`config.mk`:
```
export PLATFORM = sky130hd
export DESIGN_NAME = wdg_timer
export DESIGN_NICKNAME = d
export VERILOG_FILES = /design/src/rtl/wdg_pkg.sv /design/src/rtl/wdg_dpath.sv /design/src/rtl/wdg_ctrl.sv /design/src/rtl/wdg_timer.sv
export SDC_FILE = /design/constraint.sdc
export NUM_CORES = 1
export LEC_CHECK = 0
export BUFFER_PORTS_ARGS = -buffer_cell sky130_fd_sc_hd__clkbuf_2
export CORE_MARGIN = 2
export CORE_UTILIZATION = 52
export DETAILED_ROUTE_END_ITERATION = 10
export GPL_ROUTABILITY_DRIVEN = 1
export PLACE_DENSITY = 0.76
export SYNTH_ARGS = -nofsm -noshare
export SYNTH_HDL_FRONTEND = slang
export SYNTH_HIERARCHICAL = 1
export SYNTH_SLANG_ARGS = --single-unit
```
`constraint.sdc`:
```
create_clock -name clk -period 2.55 [get_ports clk]
set_clock_uncertainty 0.15 [all_clocks]
set_input_delay 0.51 -clock clk [delete_from_list [all_inputs] [get_ports clk]]
set_output_delay 0.51 -clock clk [all_outputs]
set_load 0.01 [all_outputs]
```
`src/rtl/wdg_pkg.sv`:
```
package wdg_pkg;
  localparam logic [7:0] WR_KEY = 8'h5A;
  localparam logic [7:0] RD_ID  = 8'h69;

  localparam int HOLD_BIT    = 7;
  localparam int NMIEDGE_BIT = 6;
  localparam int NMISEL_BIT  = 5;
  localparam int MODE_BIT    = 4;
  localparam int CLR_BIT     = 3;
  localparam int SRC_BIT     = 2;

  // strobes from control to datapath
  typedef struct packed {
    logic       cntClr;
    logic       hold;
    logic       srcSel;
    logic [1:0] tapSel;
  } ctlStrobe_t;
endpackage

```
`src/rtl/wdg_dpath.sv`:
```
module wdg_dpath
  import wdg_pkg::*;
#(
  parameter int TAP_EXP0 = 15,
  parameter int TAP_EXP1 = 13,
  parameter int TAP_EXP2 = 9,
  parameter int TAP_EXP3 = 6
) (
  input  logic       clk,
  input  logic       rstN,
  input  logic       clkEnA,
  input  logic       clkEnB,
  input  ctlStrobe_t st,
  output logic       expire
);
  localparam int EXPS [4] = '{TAP_EXP0, TAP_EXP1, TAP_EXP2, TAP_EXP3};
  localparam int M01 = (TAP_EXP0 > TAP_EXP1) ? TAP_EXP0 : TAP_EXP1;
  localparam int M23 = (TAP_EXP2 > TAP_EXP3) ? TAP_EXP2 : TAP_EXP3;
  localparam int CNT_W = (M01 > M23) ? M01 : M23;

  logic [CNT_W-1:0] cnt;
  logic [3:0]       tapHit;
  logic             tick;

  assign tick = !st.hold && (st.srcSel ? clkEnB : clkEnA);

  // one all-ones detector per selectable interval
  for (genvar g = 0; g < 4; g++) begin : gTap
    assign tapHit[g] = &cnt[EXPS[g]-1:0];
  end

  assign expire = tick && tapHit[st.tapSel] && !st.cntClr;

  always_ff @(posedge clk or negedge rstN) begin
    if (!rstN)          cnt <= '0;
    else if (st.cntClr) cnt <= '0;
    else if (tick)      cnt <= cnt + CNT_W'(1);
  end
endmodule

```
`src/rtl/wdg_ctrl.sv`:
```
module wdg_ctrl
  import wdg_pkg::*;
#(
  parameter int RST_LEN = 4
) (
  input  logic        clk,
  input  logic        rstN,
  input  logic        wrEn,
  input  logic [15:0] wrData,
  input  logic        expire,
  input  logic        flagClr,
  output ctlStrobe_t  st,
  output logic [15:0] rdData,
  output logic        sysRstOut,
  output logic        irqFlag,
  output logic        nmiSel,
  output logic        nmiEdge
);
  localparam int RST_W = $clog2(RST_LEN + 1);

  logic [7:0]       ctlReg;
  logic [RST_W-1:0] rstCnt;
  logic             rstActive;
  logic             keyOk;
  logic             wrOk;
  logic             keyBad;
  logic             intervalMode;

  assign rstActive    = (rstCnt != '0);
  assign keyOk        = (wrData[15:8] == WR_KEY);
  assign wrOk         = wrEn && keyOk && !rstActive;
  assign keyBad       = wrEn && !keyOk && !rstActive;
  assign intervalMode = ctlReg[MODE_BIT];

  // control register; the clear bit is never stored
  always_ff @(posedge clk or negedge rstN) begin
    if (!rstN)          ctlReg <= '0;
    else if (rstActive) ctlReg <= '0;
    else if (wrOk)      ctlReg <= wrData[7:0] & ~(8'(1) << CLR_BIT);
  end

  // system reset pulse generator
  always_ff @(posedge clk or negedge rstN) begin
    if (!rstN)                             rstCnt <= '0;
    else if (rstActive)                    rstCnt <= rstCnt - RST_W'(1);
    else if (keyBad || (expire && !intervalMode)) rstCnt <= RST_W'(RST_LEN);
  end

  always_ff @(posedge clk or negedge rstN) begin
    if (!rstN)                         irqFlag <= 1'b0;
    else if (rstActive)                irqFlag <= 1'b0;
    else if (expire && intervalMode)   irqFlag <= 1'b1;
    else if (flagClr)                  irqFlag <= 1'b0;
  end

  always_comb begin
    st.cntClr = rstActive || (wrOk && wrData[CLR_BIT]);
    st.hold   = ctlReg[HOLD_BIT];
    st.srcSel = ctlReg[SRC_BIT];
    st.tapSel = ctlReg[1:0];
  end

  assign rdData    = {RD_ID, ctlReg};
  assign sysRstOut = rstActive;
  assign nmiSel    = ctlReg[NMISEL_BIT];
  assign nmiEdge   = ctlReg[NMIEDGE_BIT];
endmodule

```
`src/rtl/wdg_timer.sv`:
```
module wdg_timer
  import wdg_pkg::*;
#(
  parameter int TAP_EXP0 = 15,
  parameter int TAP_EXP1 = 13,
  parameter int TAP_EXP2 = 9,
  parameter int TAP_EXP3 = 6,
  parameter int RST_LEN  = 4
) (
  input  logic        clk,
  input  logic        rstN,
  input  logic        wrEn,
  input  logic [15:0] wrData,
  output logic [15:0] rdData,
  input  logic        clkEnA,
  input  logic        clkEnB,
  input  logic        irqEn,
  input  logic        flagClr,
  output logic        sysRstOut,
  output logic        irqFlag,
  output logic        irqReq,
  output logic        nmiSel,
  output logic        nmiEdge
);
  ctlStrobe_t st;
  logic       expire;

  wdg_ctrl #(.RST_LEN(RST_LEN)) u_ctrl (
    .clk(clk), .rstN(rstN), .wrEn(wrEn), .wrData(wrData),
    .expire(expire), .flagClr(flagClr), .st(st), .rdData(rdData),
    .sysRstOut(sysRstOut), .irqFlag(irqFlag), .nmiSel(nmiSel), .nmiEdge(nmiEdge)
  );

  wdg_dpath #(
    .TAP_EXP0(TAP_EXP0), .TAP_EXP1(TAP_EXP1),
    .TAP_EXP2(TAP_EXP2), .TAP_EXP3(TAP_EXP3)
  ) u_dpath (
    .clk(clk), .rstN(rstN), .clkEnA(clkEnA), .clkEnB(clkEnB),
    .st(st), .expire(expire)
  );

  assign irqReq = irqFlag && irqEn;
endmodule

```
Yosys cells after proc, flatten, opt, wreduce, memory -nomap -nowiden:

Cells that the tools add are included.

* register bits: 27
* input bits: 23
* output and inout bits: 21
* word-level logic and storage cells: 47

* add/subtract/negate cells: 2
* magnitude comparators: 1
* eq/ne operators: 1
* multiplexer cells: 12
* reduce and logical (&&, ||, !) cells: 27

Operator list (count)
* 15-bit two-way mux: 2
* 8-bit two-way mux: 2
* 15-bit by 1-bit adder with 15-bit output, second input constant: 1
* 15-bit AND reduction: 1
* 13-bit AND reduction: 1
* 1-bit logical AND: 11
* 9-bit AND reduction: 1
* 8-bit by 7-bit == test with 1-bit output, second input constant: 1
* 3-bit two-way mux: 2
* 6-bit AND reduction: 1
* 2-bit nonzero test: 3
* 3-bit nonzero test: 2
* 1-bit logical NOT: 5
* 1-bit two-way mux: 5
* 2-bit by 3-bit < comparator with 1-bit output, second input constant: 1
* 3-bit by 1-bit subtractor with 3-bit output, second input constant: 1
* 1-bit binary-select mux with 2-bit select: 1
* 1-bit logical OR: 2

Longest topological paths before layout:

* depth in word-level cells: 11
* mapped depth: 9

Cells and area by module:

Netlist, hierarchy kept.

By module, submodules not included
* wdg_dpath: times used 1, cells each 89, area an instance 880.8 um^2, seq. area each 375.4 um^2
* wdg_ctrl: times used 1, cells each 74, area an instance 703.2 um^2, seq. area each 275.3 um^2
* wdg_timer: times used 1, cells each 1, area an instance 6.3 um^2, seq. area each 0.0 um^2

Worst setup path before layout:

Ideal clock, no wire load.

* path kind: input to register
* from: in wrData[10]
* to: reg u_ctrl.irqFlag
* library setup time: 0.078 ns
* arrival: 1.808 ns
* slack: 0.514 ns
* stages on the path: 7
* cells stage by stage: and4bb_1 buf_4 a41o_1 clkbuf_1 nor4bb_1 nand2_1 a21oi_1

RTL lines
* start, declared: RTL line wdg_timer.sv:13 `input logic [15:0] wrData,`
* end signal, assigned: RTL line wdg_ctrl.sv:50 `if (!rstN) irqFlag <= 1'b0;`
* end signal, assigned: RTL line wdg_ctrl.sv:51 `else if (rstActive) irqFlag <= 1'b0;`
* end signal, assigned: RTL line wdg_ctrl.sv:52 `else if (expire && intervalMode) irqFlag <= 1'b1;`
* end, declared: RTL line wdg_ctrl.sv:15 `output logic irqFlag,`

Worst setup path in the final report:

* from: reg u_dpath.cnt[0]
* to: reg u_ctrl.irqFlag

* longest elaborated chain between the ends: 8
* elaborated cells on any way between the ends: 12
* those cells by class: 4 x mux; 8 x reduce/logical

Ends and longest elaborated chain
* start, declared: RTL line wdg_dpath.sv:21 `logic [CNT_W-1:0] cnt;`
* start signal, assigned: RTL line wdg_dpath.sv:37 `else if (tick) cnt <= cnt + CNT_W'(1);`
* 15-bit AND reduction (tied with other cells): RTL line wdg_dpath.sv:29 `assign tapHit[g] = &cnt[EXPS[g]-1:0];`
* 1-bit binary-select mux with 2-bit select (*): RTL line wdg_dpath.sv:32 `assign expire = tick && tapHit[st.tapSel] && !st.cntClr;`
* 1-bit two-way mux (not written as such) (*): RTL line wdg_dpath.sv:32
* 1-bit logical AND (*) (2 in series): RTL line wdg_dpath.sv:32
* via expire: RTL line wdg_timer.sv:26 `logic expire;`
* 1-bit logical AND (*): RTL line wdg_ctrl.sv:52
* 1-bit two-way mux: RTL line wdg_ctrl.sv:52
* 1-bit two-way mux: RTL line wdg_ctrl.sv:51
* end signal, assigned: RTL line wdg_ctrl.sv:51
* end signal, assigned: RTL line wdg_ctrl.sv:52
* end signal, assigned: RTL line wdg_ctrl.sv:53 `else if (flagClr) irqFlag <= 1'b0;`

Mark *: on every way through the listed nets, which the timed path passes. The rest lies on a longest branch. The select of a mux whose other input is x is not followed.
A chain may end at the register's enable or synchronous reset.

==> key figures <==
Outcome
  – Status: complete, no violations

Route
  – Final ANT Viol Nets: 0
  – Routed WL: roughly 3200 um
  – Avg Vias per Cell: 5.80
  – Vias: between 1000 and 1500
  – Wire per inst: 14.6 um
  – Drt first-iter violations: 39
  – DRC violation count after routing: 0
  – First-pass DRT Iterations: 4

Finish
  – Fin cells: 221
  – Util after Layout: 0.583
  – Fillers: 264
  – Most common cell after layout, fill and taps aside: clkbuf_2
  – Multi-input gate area: 791 um^2
  – Area Growth Syn to Fin: 9.13%
  – N_diodes: 0
  – Most frequent cells in the layout: clkbuf_2, dfrtp_1, nor2_1
  – FF+latch area: 651 um^2
  – Final instance area: 1740 um^2
  – Final net count: 214
  – Layout cells sized above 1: 0.261

Worst setup path
  – Slowest cell on crit path: dfrtp_1
  – Critical Path Fanout Max: 5
  – CP Class: reg -> reg
  – Critical Path AT: 2.38 ns
  – WP data required: around 2.7 ns
  – Max stage delay on crit path: 0.44 ns
  – CP endpoint kind: flip-flop
  – Type of origin of the critical path: flip-flop
  – Critical-path cell list: ha_1 -> nand3_1 -> nor2_2 -> ha_1 -> nand2_1 -> o311ai_0 -> nor4bb_1 -> nand2_1 -> a21oi_1

Hold path
  – Hold Path Class: in -> async

Timing
  – Hold Fails Final Rpt: 0
  – Post-route setup slack: 0.294 ns
  – Highest Clock Rate: between 400 and 500 MHz
  – Relative slew slack: 0.563
  – Final hold slack: between 0.015 and 0.02 ns
  – Final min period: 2.26 ns
  – TNS Setup: 0 ns
  – Tightest Pin Transition: 0.656 ns
  – Final count of negative-setup-slack endpoints: 0
  – Slew Limit Fails: 0
  – Unrepaired setup endpoints after global routing: no
  – Tcrit/Tclk final: 0.885

Synth
  – Synth Cell Area: 1590 um^2
  – Mapped Avg Cell Area: 9.70 um^2
  – Syn Inst Count: 164
  – Distinct cell type count after synthesis: 44
  – Synth async-reset ratio: 1.00
  – Ys Warns: 6
  – Synthesized flop and latch total: 26
  – Most used DFF post-synth: dfrtp_1
  – Post-synth EDFFs: 0
  – Sequential share of the synthesized area: 0.409

Placement
  – Final RePlAce weighted congestion: approximately 0.76
  – Hpwl dp: between 2000 and 2500 um
  – Placed instance count: between 200 and 250
  – # port buffers: 34
  – Placed Area: ~1700 um^2
  – Place WS: 0.316 ns

CTS
  – Post-cts sizing count: 0
  – Clk sink count: 26
  – CTS Hold Bufs: 0
  – CTS buffer count: 3
  – Worst-path clk slew: 0.15 ns
  – CTS max path bufs: 2
  – Clock root buffer: clkbuf_4
  – Post-CTS Setup Bufs: 0
  – H-tree levels: 1
  – CTS tree: done
  – Worst-Skew Late Latency: ~0.33 ns

Pwr
  – Leak pwr: 0.790 nW
  – PnR Total Power: 1.04 mW
  – Internal: 0.692 mW
  – Clock power frac: 0.279
  – Sw frac: 0.337
  – P_sw: 0.351 mW
  – Worst vdd ir: 0.000328 V
  – Pwr/cell area: 601 nW/um^2
  – Combinational share of power: 0.252
  – Share of power burned in registers: 0.469

Die
  – Initial cell density of the core: 0.534
  – Area of the core: 2980 um^2
  – Die Area: 3520 um^2
  – Row cnt: 20
  – Die Y: 59.3 um
  – Boundary Pins: 44
  – Die Wd: 59.3 um

Global route
  – Global-route wire length before repair: 5400 um
  – Largest net degree at the start of global routing: 27
  – GRT Overall Usage: 0.201
  – GRT overflow: 0
  – Vias in the first global route: 1280
  – Initial antenna violation count: 0

Flow run
  – Max-Cap Viols: 0
-- power by group through the flow --
stage	registers, mW	clock network, mW	logic, mW
6_report	0.489	0.291	0.263
5_1_grt	0.495	0.304	0.300
4_1_cts	0.490	0.297	0.266
3_5_place_dp	0.498	0	0.265
3_3_place_gp	0.492	0	0.249
2_1_floorplan	0.489	0	0.204
-- state kept, by name, indices dropped and copies added, names as in the netlist --
signal,cells
u_dpath/cnt,15
u_ctrl/ctlReg,7
u_ctrl/rstCnt,3
u_ctrl/irqFlag,1
-- worst max-delay path: cells and delay by family, from the launching register on --
kind	cells	cell delay (ns)
flops	1	0.44
compound gates	2	0.24
simple gates	5	0.97
fa+ha+maj	2	0.39
-- cell usage after synthesis (all sizes together), types with 3 or more instances --
master  number  area (um^2)
buf         19          144
nand2b       3         18.8
nor3         3         26.3
nand2       10         37.5
dfrtp       26          651
clkbuf       4         16.3
a21oi       13         65.1
nor2b        3         18.8
xnor2        7         61.3
o21ai        3         15.0
nand3        5         25.0
nor4         3         40.0
nor2        16         70.1
inv          4         15.0
o31ai        7         52.6
mux2         3         33.8
nand4       12         81.3
-- cells by family (layout without fill, tap and decap cells) --
| kind of cell | Yosys count | after routing | share of synthesized area |
|---|---|---|---|
| and+or+nand+nor | 66 | 66 | 0.267 |
| xor gates and xnor gates | 7 | 7 | 0.0386 |
| muxes | 4 | 4 | 0.0354 |
| DFF | 26 | 26 | 0.409 |
| adders and majority gates | 2 | 2 | 0.0157 |
| buffers and inverters | 27 | 44 | 0.110 |
| other | 2 | 9 | 0.00472 |
| AOI/OAI and AO/OA | 30 | 30 | 0.120 |
-- cell type report --
class / instances / share of cell area
multi-input cells: 118 / 0.456
flip-flops and latches: 26 / 0.375
repair buffers: 36 / 0.107
well taps: 33 / 0.0238
clock inverters: 1 / 0.0173
clock buffers: 3 / 0.0130
inverters: 4 / 0.00865
-- per-layer routing --
| metal | GRT usage | vias up | share of wire |
|---|---|---|---|
| met2 | 0.358 | 48 | 0.52 |
| met4 | 0.101 | 0 | 0.018 |
| met3 | 0.0240 | 5 | 0.053 |
| met1 | 0.237 | 619 | 0.41 |
| li1 | - | 609 | - |
| met5 | 0 | - | 0 |
-- final timing paths --
kind	slack (ns)	to	from	cells past startpoint
worst min-delay path	0.02	u_dpath/cnt[5]$_DFFE_PN0P_	rstN	1
worst min register to register	0.42	u_ctrl/rstCnt[1]$_DFFE_PN0P_	u_ctrl/rstCnt[2]$_DFFE_PN0P_	2
min in group clk	0.24	u_ctrl/ctlReg[6]$_DFFE_PN0P_	wrData[6]	3
worst max-delay path	0.29	u_ctrl/irqFlag$_DFFE_PN0P_	u_dpath/cnt[0]$_DFFE_PN0P_	9
worst max register to register	0.29	u_ctrl/irqFlag$_DFFE_PN0P_	u_dpath/cnt[0]$_DFFE_PN0P_	9
max in group asynchronous	1.83	u_dpath/cnt[8]$_DFFE_PN0P_	rstN	1
Power figures use the tool's default switching activity.
